$ cat src/rtl/burst_gate_pkg.sv
package burst_gate_pkg;

  localparam int CNT_W       = 9;   // line counter width
  localparam int SC_DIV      = 4;   // clock cycles per subcarrier period
  localparam int SYNC_STAGES = 2;   // synchroniser depth
  localparam int HALF_LIM    = 160; // minimum count for an accepted edge
  localparam int STD_BIT     = 8;   // counter bit that separates standards
  localparam int NTSC_START  = 18;
  localparam int NTSC_LEN    = 9;
  localparam int PAL_START   = 24;
  localparam int PAL_LEN     = 10;

  // strobes from control to datapath
  typedef struct packed {
    logic clrCnt;   // restart the line counter at this subcarrier tick
  } ctlStrobe_t;

endpackage

$ cat src/rtl/sc_enable_gen.sv
module sc_enable_gen #(
  parameter int DIV = burst_gate_pkg::SC_DIV
) (
  input  logic clk,
  input  logic rstN,
  output logic scEn
);

  generate
    if (DIV <= 1) begin : g_direct
      assign scEn = 1'b1;
    end else begin : g_div
      localparam int PW = $clog2(DIV);
      localparam logic [PW-1:0] LAST = PW'(DIV - 1);
      logic [PW-1:0] phase;

      always_ff @(posedge clk or negedge rstN) begin
        if (!rstN)             phase <= '0;
        else if (phase == LAST) phase <= '0;
        else                    phase <= phase + 1'b1;
      end

      assign scEn = (phase == LAST);
    end
  endgenerate

endmodule

$ cat src/rtl/bg_datapath.sv
module bg_datapath
  import burst_gate_pkg::*;
#(
  parameter int CW     = CNT_W,
  parameter int STAGES = SYNC_STAGES
) (
  input  logic          clk,
  input  logic          rstN,
  input  logic          scEn,
  input  logic          syncInN,
  input  ctlStrobe_t    strobe,
  output logic          edgeSeen,
  output logic [CW-1:0] cnt
);

  localparam logic [CW-1:0] CNT_MAX = {CW{1'b1}};

  logic [STAGES-1:0] syncPipe;
  logic              syncRes;
  logic              sampPrev;

  // metastability chain, reset to the idle (high) level
  generate
    if (STAGES == 1) begin : g_one
      always_ff @(posedge clk or negedge rstN) begin
        if (!rstN) syncPipe <= '1;
        else       syncPipe <= syncInN;
      end
    end else begin : g_many
      always_ff @(posedge clk or negedge rstN) begin
        if (!rstN) syncPipe <= '1;
        else       syncPipe <= {syncPipe[STAGES-2:0], syncInN};
      end
    end
  endgenerate

  assign syncRes = syncPipe[STAGES-1];

  // sample once per subcarrier period
  always_ff @(posedge clk or negedge rstN) begin
    if (!rstN)     sampPrev <= 1'b1;
    else if (scEn) sampPrev <= syncRes;
  end

  assign edgeSeen = scEn & sampPrev & ~syncRes;

  // saturating line counter; starts saturated so the first edge is taken
  always_ff @(posedge clk or negedge rstN) begin
    if (!rstN)                cnt <= CNT_MAX;
    else if (scEn) begin
      if (strobe.clrCnt)      cnt <= '0;
      else if (cnt != CNT_MAX) cnt <= cnt + 1'b1;
    end
  end

endmodule

$ cat src/rtl/bg_control.sv
module bg_control
  import burst_gate_pkg::*;
#(
  parameter int CW      = CNT_W,
  parameter int HALF    = HALF_LIM,
  parameter int STDB    = STD_BIT,
  parameter int N_START = NTSC_START,
  parameter int N_LEN   = NTSC_LEN,
  parameter int P_START = PAL_START,
  parameter int P_LEN   = PAL_LEN
) (
  input  logic          clk,
  input  logic          rstN,
  input  logic          edgeSeen,
  input  logic [CW-1:0] cnt,
  input  logic          extFlagIn,
  input  logic          extSel,
  input  logic          burstOff,
  output ctlStrobe_t    strobe,
  output logic          burstGate,
  output logic          isPal,
  output logic          lineAcc
);

  localparam logic [CW-1:0] CNT_MAX  = {CW{1'b1}};
  localparam logic [CW-1:0] HALF_C   = CW'(HALF);
  localparam logic [CW-1:0] N_OPEN   = CW'(N_START);
  localparam logic [CW-1:0] N_CLOSE  = CW'(N_START + N_LEN);
  localparam logic [CW-1:0] P_OPEN   = CW'(P_START);
  localparam logic [CW-1:0] P_CLOSE  = CW'(P_START + P_LEN);

  logic          accept;
  logic          measured;
  logic [CW-1:0] winOpen;
  logic [CW-1:0] winClose;
  logic          winInt;
  logic          gateNext;

  // edges closer than half a line to the last accepted one are dropped
  assign accept   = edgeSeen && (cnt >= HALF_C);
  assign measured = (cnt != CNT_MAX);

  always_comb begin
    strobe        = '0;
    strobe.clrCnt = accept;
  end

  always_ff @(posedge clk or negedge rstN) begin
    if (!rstN) begin
      isPal   <= 1'b0;
      lineAcc <= 1'b0;
    end else begin
      lineAcc <= accept;
      if (accept && measured) isPal <= cnt[STDB];
    end
  end

  assign winOpen  = isPal ? P_OPEN  : N_OPEN;
  assign winClose = isPal ? P_CLOSE : N_CLOSE;
  assign winInt   = (cnt >= winOpen) && (cnt < winClose);

  always_comb begin
    if (burstOff)    gateNext = 1'b0;
    else if (extSel) gateNext = extFlagIn;
    else             gateNext = winInt;
  end

  always_ff @(posedge clk or negedge rstN) begin
    if (!rstN) burstGate <= 1'b0;
    else       burstGate <= gateNext;
  end

endmodule

$ cat src/rtl/burst_gate_gen.sv
module burst_gate_gen
  import burst_gate_pkg::*;
(
  input  logic clk,
  input  logic rstN,
  input  logic syncInN,
  input  logic extFlagIn,
  input  logic extSel,
  input  logic burstOff,
  output logic burstGate,
  output logic isPal,
  output logic lineAcc
);

  logic             scEn;
  logic             edgeSeen;
  logic [CNT_W-1:0] cnt;
  ctlStrobe_t       strobe;

  sc_enable_gen #(.DIV(SC_DIV)) u_scen (
    .clk  (clk),
    .rstN (rstN),
    .scEn (scEn)
  );

  bg_datapath #(.CW(CNT_W), .STAGES(SYNC_STAGES)) u_dp (
    .clk      (clk),
    .rstN     (rstN),
    .scEn     (scEn),
    .syncInN  (syncInN),
    .strobe   (strobe),
    .edgeSeen (edgeSeen),
    .cnt      (cnt)
  );

  bg_control #(
    .CW(CNT_W), .HALF(HALF_LIM), .STDB(STD_BIT),
    .N_START(NTSC_START), .N_LEN(NTSC_LEN),
    .P_START(PAL_START), .P_LEN(PAL_LEN)
  ) u_ctl (
    .clk       (clk),
    .rstN      (rstN),
    .edgeSeen  (edgeSeen),
    .cnt       (cnt),
    .extFlagIn (extFlagIn),
    .extSel    (extSel),
    .burstOff  (burstOff),
    .strobe    (strobe),
    .burstGate (burstGate),
    .isPal     (isPal),
    .lineAcc   (lineAcc)
  );

endmodule

$ cat config.mk
export PLATFORM = sky130hd
export DESIGN_NAME = burst_gate_gen
export DESIGN_NICKNAME = d
export VERILOG_FILES = /design/src/rtl/burst_gate_pkg.sv /design/src/rtl/sc_enable_gen.sv /design/src/rtl/bg_datapath.sv /design/src/rtl/bg_control.sv /design/src/rtl/burst_gate_gen.sv
export SDC_FILE = /design/constraint.sdc
export NUM_CORES = 1
export LEC_CHECK = 0
export BUFFER_PORTS_ARGS = -buffer_cell sky130_fd_sc_hd__buf_2
export CAP_MARGIN = 20
export CORE_UTILIZATION = 30
export CTS_CLUSTER_SIZE = 8
export DETAILED_ROUTE_END_ITERATION = 10
export GPL_TIMING_DRIVEN = 0
export SLEW_MARGIN = 25
export SYNTH_ARGS = -nofsm -noshare
export SYNTH_HDL_FRONTEND = slang
export SYNTH_SLANG_ARGS = --single-unit
$ cat constraint.sdc
create_clock -name clk -period 2.6 [get_ports clk]
set_input_delay 0.13 -clock clk [delete_from_list [all_inputs] [get_ports clk]]
set_output_delay 0.13 -clock clk [all_outputs]
set_load 0.05 [all_outputs]
After elaboration in Yosys (flattened, before gate mapping)
Cells that the tools add are included.

operators by class
  add/sub/neg operators = 2
  reduce and logical (&&, ||, !) cells = 5
  equal/unequal tests = 2
  magnitude comparators = 3
  bitwise operators = 3
  mux-type cells = 7

operators by type and width
  cell                                                               number
  2-to-1 mux 9 bit                                                   2
  adder 9 x 1 -> 9 bit, second input constant                        1
  greater-or-equal comparator 9 x 8 -> 1 bit, second input constant  1
  greater-or-equal comparator 9 bit                                  1
  less-than comparator 9 bit                                         1
  inequality test 9 bit, second input constant                       1
  2-to-1 mux 6 bit                                                   1
  2-to-1 mux 4 bit                                                   1
  logical AND 1 bit                                                  3
  adder 2 x 1 -> 2 bit, second input constant                        1
  bitwise AND 1 bit                                                  2
  == test 2 bit, second input constant                               1
  2-to-1 mux 1 bit                                                   2
  2-to-1 mux 2 bit                                                   1
  AND reduction 2 bit                                                1
  nonzero test 2 bit                                                 1
  NOT 1 bit                                                          1

word-level totals
  input bits = 6
  register bits after elaboration = 17

Logic depth before layout (Yosys ltp)
Gate-level depths: netlist (run 1).

  depth after elaboration = 6
  mapped depth = 8
  depth with buffers taken out = 8

By module
From an unflattened synthesis (run 1), not the netlist that was laid out.

second synthesis, totals
  cell total of the unflattened synthesis = 100
  area, all modules = 994.7 um^2

modules (own cells, without submodules)
  module         instances  cells an instance  area each (um^2)
  bg_datapath    1          62                 640.6
  bg_control     1          34                 287.8
  sc_enable_gen  1          4                  66.3

Worst setup path after synthesis (run 1)
No wires, ideal clock.

  path kind = register to register
  start = reg u_ctl.isPal
  end = reg u_ctl.burstGate
  setup time = 101 ps
  period minus slack after synthesis = 1946 ps
  path buffers = 0
  path slack = 654 ps
  arrival time = 1846 ps
  stages on the path, launching flop included = 7
  path through = dfrtp_1 > inv_1 > ha_1 > or4_1 > nor3_2 > o21ai_1 > o32ai_1

between the ends
  word-level cells in the longest chain between the ends = 5
  elaborated cells between the ends (all ways) = 7

RTL lines
  what                                                                                    line                                source
  from (decl)                                                                             bg_control.sv:21                    output logic isPal,
  from (signal assigned)                                                                  bg_control.sv:54                    if (accept && measured) isPal <= cnt[STDB];
  2-to-1 mux 4 bit / 2-to-1 mux 6 bit (equally long branches)                             bg_control.sv:58, bg_control.sv:59
  greater-or-equal comparator 9 bit / less-than comparator 9 bit (equally long branches)  bg_control.sv:60                    assign winInt = (cnt >= winOpen) && (cnt < winClose);
  logical AND 1 bit *                                                                     bg_control.sv:60
  2-to-1 mux 1 bit *                                                                      bg_control.sv:64                    else if (extSel) gateNext = extFlagIn;
  2-to-1 mux 1 bit *                                                                      bg_control.sv:63                    if (burstOff) gateNext = 1'b0;
  named net u_ctl.gateNext                                                                bg_control.sv:37                    logic gateNext;
  to (signal assigned)                                                                    bg_control.sv:70                    else burstGate <= gateNext;
  to (decl)                                                                               bg_control.sv:20                    output logic burstGate,

Mark *: on every way through the listed nets, which the timed path passes. The rest lies on a longest branch.
A chain may end at the register's enable or synchronous reset.

Worst setup path in the final report (run 1)
  start = reg u_dp.cnt[0]
  end = reg u_dp.cnt[5]

between the ends
  word-level cells in the longest chain between the ends = 4
  elaborated cells between the ends (all ways) = 8

RTL lines
  what                                        line               source
  from (decl)                                 bg_datapath.sv:13  output logic [CW-1:0] cnt
  from (signal assigned)                      bg_datapath.sv:52  else if (cnt != CNT_MAX) cnt <= cnt + 1'b1;
  greater-or-equal comparator 9 x 8 -> 1 bit  bg_control.sv:40   assign accept = edgeSeen && (cnt >= HALF_C);
  logical AND 1 bit                           bg_control.sv:40
  nonzero test 2 bit (no line)                n/a
  AND reduction 2 bit (no line)               n/a

Several ways; a longest one is shown, not always the timed one. The select of a mux whose other input is x is not followed.

==> results of run 1 <==
metrics by stage:
step | hold WS [ns] | power [uW] | instance area [um2]
after detailed placement | 0.07522 | 291.1 | 1052
after floorplan | -0.1656 | 280.7 | 957.2
after CTS | 0.02488 | 437.3 | 1100
final | 0.02629 | 428.8 | 1100
after global routing | 0.01509 | 454.3 | 1100
after global placement | 0.07050 | 290.7 | 1052
power groups by stage:
stage | combinational (uW) | sequential [uW] | clock [uW]
floorplan | 3.49 | 277 | 0
global placement | 15.7 | 275 | 0
detailed placement | 15.9 | 275 | 0
CTS | 18.3 | 271 | 148
global route | 20.0 | 271 | 163
finish | 17.5 | 271 | 140
layout by cell type, fill, tap and decap left out:
cell type      netlist  layout
a211oi_1             1       1
a21oi_1              4       4
a22o_1               5       5
a31oi_1              1       1
a32o_1               1       1
and2_1               1       1
buf_2                1       9
clkbuf_1             1       1
clkbuf_4             0       3
clkinv_2             0       1
dfrtp_1              5       5
dfstp_2             12      12
dlygate4sd3_1        0       2
ha_1                 9       9
inv_1                9       9
mux2_2               2       2
mux2i_1              1       1
nand2_1              8       8
nand2b_1             1       1
nand3_1              1       1
nand4b_1             1       1
nor2_1               5       5
nor2b_1              5       5
nor3_1               5       5
nor3_2               1       1
o211ai_1             1       1
o21a_1               1       1
o21ai_0              7       7
o21ai_1              1       1
o21bai_1             1       1
o22ai_1              2       2
o31a_1               1       1
o32ai_1              1       1
or4_1                1       1
how the worst max path moves through the flow:
stage	from	endpoint	cells past startpoint
after floorplan	u_ctl.isPal	u_ctl.burstGate	6
after global placement	u_dp.cnt[0]	u_dp.cnt[5]	8
after detailed placement	u_dp.cnt[0]	u_dp.cnt[5]	8
after CTS	u_dp.cnt[0]	u_dp.cnt[5]	8
after global routing	u_dp.cnt[0]	u_dp.cnt[3]	8
final	u_dp.cnt[0]	u_dp.cnt[5]	8
worst max-delay path: stages, from the launching register on:
cell      delay (ns)
dfstp_2         0.59
ha_1            0.21
nand3_1         0.16
nor3_1          0.25
ha_1            0.30
nand4b_1        0.25
nor2_1          0.08
o21ai_0         0.16
a22o_1          0.16
kinds of logic (layout without fill, tap and decap cells):
family                   count (synthesis)  after routing  synth area share
AO/OA/AOI/OAI                           27             27            0.1882
flip-flops                              17             17            0.4601
multiplexers                             3              3           0.03399
AND/OR/NAND/NOR                         29             29            0.1556
buffers and inverters                   11             25           0.04443
adder cells (fa/ha/maj)                  9              9            0.1176
metal layers:
layer,routed length (um),up-vias
met5,0,-
met4,21,0
met3,73,5
met2,939,15
met1,837,353
li1,-,370
flip-flops by register name, summed over array words and instances (netlist names):
signal	cells
u_ctl.burstGate	1
u_ctl.isPal	1
u_ctl.lineAcc	1
u_dp.cnt	9
u_dp.sampPrev	1
u_dp.syncPipe	2
u_scen.g_div.phase	2
timing repair:
action                                 in CTS  in global routing
hold buffers                                2                  0
endpoints found under the hold margin       6                  0
gates resized for setup                     0                  0
setup endpoints to repair                   0                  0
cell type report:
class,instances,area [um2],area share
Clock buffer,3,22.52,0.02048
Tap cell,44,55.05,0.05006
Sequential cell,17,440.4,0.4005
Timing Repair Buffer,10,60.06,0.05461
Inverter,9,33.78,0.03072
Multi-Input combinational cell,68,474.2,0.4312
Buffer,2,8.758,0.007964
Clock inverter,1,5.005,0.004551
==> flow_metrics.env, run 1 <==
export IMPL_final_cells=154
export IMPL_finalWeightedCongestion=0.8260
export IMPL_met2_usage=0.2184
export IMPL_core_area_mm2=0.003028
export IMPL_avgRoutedWirePerCell_um=12.15
export IMPL_antenna_found_initial=0
export IMPL_r2r_slack_ns=0.39
export IMPL_rr_startpoint="u_dp.cnt[0]"
export IMPL_fillers=315
export IMPL_yosysTopAreaCell="dfstp_2"
export IMPL_vdd_drop_max_v=0.0002948
export IMPL_final_core_util=0.3632
export IMPL_synth_edf_count=0
export IMPL_p_sw_uw=94.45
export IMPL_fin_skew_ns=0.003936
export IMPL_worstPathMaxFanout=6
export IMPL_syn2layout_area_growth_pct=14.90
export IMPL_synth_common_cells="dfstp_2 (12), ha_1 (9), inv_1 (9)"
export IMPL_antenna_left=0
export IMPL_end_kind="flop"
export IMPL_ys_warn_count=0
export IMPL_hold_path_class="in2reg"
export IMPL_synth_top_area_frac=0.3294
export IMPL_netSwitchingFraction=0.2203
export IMPL_avgSynthCellArea_um2=9.971
export IMPL_post_route_period_util=0.8513
export IMPL_cts_path_max_buffers=2
export IMPL_rows=20
export IMPL_hold_depth=2
export IMPL_synth_cell_types=31
export IMPL_dp_cells=148
export IMPL_crit_type="reg2reg"
export IMPL_layout_drive_gt1_share=0.2545
export IMPL_setup_viol=0
export IMPL_max_freq_ghz=0.4518
export IMPL_sequentialPowerShare=0.632
export IMPL_slew_headroom=0.7481
export IMPL_synth_area_um2=957.2
export IMPL_drc=0
export IMPL_p_clk_frac=0.327
export IMPL_grt_pass1_wl_mm=3.174
export IMPL_p_leak_uw=0.0004567
export IMPL_crit_path_start_kind="flop"
export IMPL_cts_reportedPaths_clkPinSlew_ns=0.10
export IMPL_r2r_end="u_dp.cnt[5]"
export IMPL_first_pass_iters=2
export IMPL_ys_flop_type="dfstp_2"
export IMPL_final_setup_tns_ns=0
export IMPL_ys_ff_latch=17
export IMPL_viasPerCell=4.825
export IMPL_synth_area_leaders="dfstp_2 (33%), dfrtp_1 (13%), ha_1 (12%)"
export IMPL_clock_sinks=17
export IMPL_clockRootBuffer="clkbuf_4"
export IMPL_grt_max_degree=18
export IMPL_drtIter0Drc=34
export IMPL_tightest_slew_ns=0.3779
export IMPL_worst_slack_ns=0.3867
export IMPL_n_antenna_cell=0
export IMPL_cts_tree="done"
export IMPL_die_area_mm2=0.003421
export IMPL_io_buffers=8
export IMPL_cp_data_arrival_time_ns=2.45
export IMPL_powerDensity_mw_per_mm2=389.9
export IMPL_hold_end="u_ctl.burstGate"
export IMPL_cts_setup_buffers=0
export IMPL_track_usage=0.1280
export IMPL_clk_insertion_delay_late_ns=0.29
export IMPL_io_pins=9
export IMPL_initial_core_util=0.3161
export IMPL_hold_viol=0
export IMPL_gr_total_overflow=0
export IMPL_finalMaxSlewViolations=0
export IMPL_cts_max_level=1
export IMPL_grt_pass1_vias=695
export IMPL_post_dp_hpwl_mm=1.418
export IMPL_period_minus_slack_ns=2.213
export IMPL_final_net_count=126
export IMPL_cap_violations=0
export IMPL_vias=743
export IMPL_p_int_uw=334.3
export IMPL_rsz0062_at_grt="false"
export IMPL_pwr_share_comb=0.041
export IMPL_die_y_um=58.49
export IMPL_synth_nets=111
export IMPL_min_from="burstOff"
export IMPL_top_usage_layer="met2"
export IMPL_met3_usage=0.04615
export IMPL_postSynth_asyncResetShare=1.000
export IMPL_wl_mm=1.871
export IMPL_dp_slack_ns=0.4268
export IMPL_netlist_instances=96
export IMPL_status="completed"
export IMPL_yosysMostFrequentCell="dfstp_2"
export IMPL_r2r_worst_path_cells=8
export IMPL_die_x_um=58.49
export IMPL_crit_required_ns=2.84
export IMPL_synth_seq_area_share=0.4601
export IMPL_cts_made_buffers=3
export IMPL_grtUsageMet1=0.1486
(Power assumes the default switching activity.)
==> run 2: changes to the inputs <==
--- a/config.mk
+++ b/config.mk
@@ -7,10 +7,10 @@
 export LEC_CHECK = 0
 export BUFFER_PORTS_ARGS = -buffer_cell sky130_fd_sc_hd__buf_2
 export CAP_MARGIN = 20
-export CORE_UTILIZATION = 30
+export CORE_UTILIZATION = 56
 export CTS_CLUSTER_SIZE = 8
 export DETAILED_ROUTE_END_ITERATION = 10
-export GPL_TIMING_DRIVEN = 0
+export PLACE_DENSITY = 0.76
 export SLEW_MARGIN = 25
 export SYNTH_ARGS = -nofsm -noshare
 export SYNTH_HDL_FRONTEND = slang
==> run 2 against run 1 <==
  * The run now ends with DRC left
  * Non-clock buffer count unchanged
  * Sequential share of layout area rose by 0.98 points
  * Global-route usage is 9.5 points higher
  * Worst setup slack better by 0.041 ns
  * Count of clock-buffer cells in the layout is the same
  * Largest power group unchanged
  * Total power is 1.8% higher
  * Sequential power hardly changed
  * Clock skew grew 0.00074 ns
  * First-iteration DRC count is 50% lower
  * Cell area fell by 2.4%
  * Core utilization is 33 points higher
  * Critical path type unchanged
  * Final cell count decreased by 18%
==> flow_metrics.env, run 2 (synthesis results as in run 1) <==
export IMPL_fillers=115
export IMPL_grt_pass1_wl_mm=3.029
export IMPL_n_antenna_cell=0
export IMPL_crit_type="reg2reg"
export IMPL_p_int_uw=335.5
export IMPL_crit_path_start_kind="flop"
export IMPL_antenna_found_initial=0
export IMPL_cts_max_level=1
export IMPL_r2r_end="u_dp.cnt[5]"
export IMPL_pwr_share_comb=0.043
export IMPL_regMostFlops="u_dp.cnt"
export IMPL_track_usage=0.2225
export IMPL_rr_startpoint="u_dp.cnt[0]"
export IMPL_slew_headroom=0.5154
export IMPL_core_area_mm2=0.001559
export IMPL_powerDensity_mw_per_mm2=406.6
export IMPL_clk_insertion_delay_late_ns=0.30
export IMPL_antenna_left=0
export IMPL_sequentialPowerShare=0.620
export IMPL_cp_data_arrival_time_ns=2.42
export IMPL_layout_common_cells="dfstp_2 (12), inv_1 (9), ha_1 (9), nand2_1 (8), buf_2 (8)"
export IMPL_viasPerCell=5.937
export IMPL_min_from="extFlagIn"
export IMPL_gr_total_overflow=0
export IMPL_period_minus_slack_ns=2.172
export IMPL_cp_startpoint="u_dp.cnt[0]"
export IMPL_final_cells=126
export IMPL_dp_cells=119
export IMPL_netSwitchingFraction=0.2312
export IMPL_finalMaxSlewViolations=0
export IMPL_r2r_worst_path_cells=8
export IMPL_postLayoutCellArea_mm2=0.001074
export IMPL_die_area_mm2=0.001878
export IMPL_syn2layout_area_growth_pct=12.16
export IMPL_setup_viol=0
export IMPL_io_buffers=8
export IMPL_first_pass_iters=7
export IMPL_die_y_um=43.34
export IMPL_end_kind="flop"
export IMPL_largest_reg_flops=9
export IMPL_cts_setup_buffers=0
export IMPL_clock_sinks=17
export IMPL_p_clk_frac=0.337
export IMPL_fin_skew_ns=0.004676
export IMPL_wl_mm=1.714
export IMPL_cts_reportedPaths_clkPinSlew_ns=0.10
export IMPL_io_pins=9
export IMPL_p_leak_uw=0.0004595
export IMPL_tightest_slew_ns=0.7268
export IMPL_final_setup_tns_ns=0
export IMPL_grt_pass1_vias=692
export IMPL_grt_max_degree=18
export IMPL_max_freq_ghz=0.4603
export IMPL_final_net_count=126
export IMPL_reg_top3="u_dp.cnt (9), u_dp.syncPipe (2), u_scen.g_div.phase (2)"
export IMPL_layout_drive_gt1_share=0.2545
export IMPL_dpl_cell_area_mm2=0.001016
export IMPL_clockRootBuffer="clkbuf_4"
export IMPL_p_sw_uw=100.9
export IMPL_drtIter0Drc=17
export IMPL_final_common_cell="dfstp_2"
export IMPL_rsz0062_at_grt="false"
export IMPL_post_route_period_util=0.8355
export IMPL_violations="DRC"
export IMPL_hold_path_class="in2reg"
export IMPL_rows=14
export IMPL_hold_viol=0
export IMPL_die_x_um=43.34
export IMPL_vias=748
export IMPL_cts_path_max_buffers=2
export IMPL_avgRoutedWirePerCell_um=13.60
export IMPL_crit_required_ns=2.85
export IMPL_multi_input_area_um2=474.2
export IMPL_initial_core_util=0.6140
export IMPL_r2r_slack_ns=0.43
export IMPL_worstPathMaxFanout=6
export IMPL_critPathCapture="u_dp.cnt[5]"
export IMPL_register_area_um2=440.4
export IMPL_status="complete, but fails checks"
export IMPL_cts_made_buffers=3
export IMPL_total_power_uw=436.5
export IMPL_cts_tree="done"
export IMPL_holdWs_ns=0.07393
export IMPL_post_dp_hpwl_mm=1.260
export IMPL_finalWeightedCongestion=0.8405
export IMPL_vdd_drop_max_v=0.0003346
export IMPL_cap_violations=0
export IMPL_drc=7
[run 2: final cells by class]
cell class,count,share of cell area
Multi-Input combinational cell,68,0.4417
Sequential cell,17,0.4103
Timing Repair Buffer,12,0.07226
Inverter,9,0.03147
Clock buffer,3,0.02098
Tap cell,16,0.01865
Clock inverter,1,0.004662
[run 2: timing repair]
item	in CTS	in global routing
resized for setup	0	0
hold buffers	3	0
hold endpoints to repair	7	0
[run 2: worst min path at each step]
stage / cells past startpoint / to / slack (ns)
final: 3 / u_ctl.burstGate / 0.07
after floorplan: 0 / u_ctl.burstGate / -0.17
after global placement: 1 / u_ctl.burstGate / 0.06
after detailed placement: 1 / u_ctl.burstGate / 0.06
after global routing: 3 / u_ctl.burstGate / 0.08
after CTS: 3 / u_ctl.burstGate / 0.07
[run 2: critical path, cell delays in order, from the launching register on]
cell	delay, ns
dfstp_2	0.60
ha_1	0.20
nand3_1	0.16
nor3_1	0.23
ha_1	0.28
nand4b_1	0.23
nor2_1	0.08
o21ai_0	0.17
a22o_1	0.16
[run 2: per-layer routing]
metal  vias to the layer above  track usage  part of all wire
met4                         0       0.1125             0.017
met3                         4      0.04167             0.029
met5                         -            0                 0
li1                        367            -                 -
met1                       365       0.3196              0.50
met2                        12       0.3242              0.45
[run 2: stage by stage]
step / utilization / worst slack (ns)
finish: 0.6886 / 0.4277
global route: 0.6886 / 0.1934
CTS: 0.6886 / 0.4120
detailed placement: 0.6517 / 0.4399
global placement: 0.6517 / 0.5218
floorplan: - / 0.6537
[run 2: power groups by stage]
| stage | clock network [uW] | logic [uW] | registers (uW) |
|---|---|---|---|
| final | 147 | 18.6 | 271 |
| after detailed placement | 0 | 15.6 | 275 |
| after global routing | 160 | 20.9 | 271 |
| after global placement | 0 | 15.6 | 275 |
| after floorplan | 0 | 3.49 | 277 |
| after CTS | 151 | 19.1 | 271 |
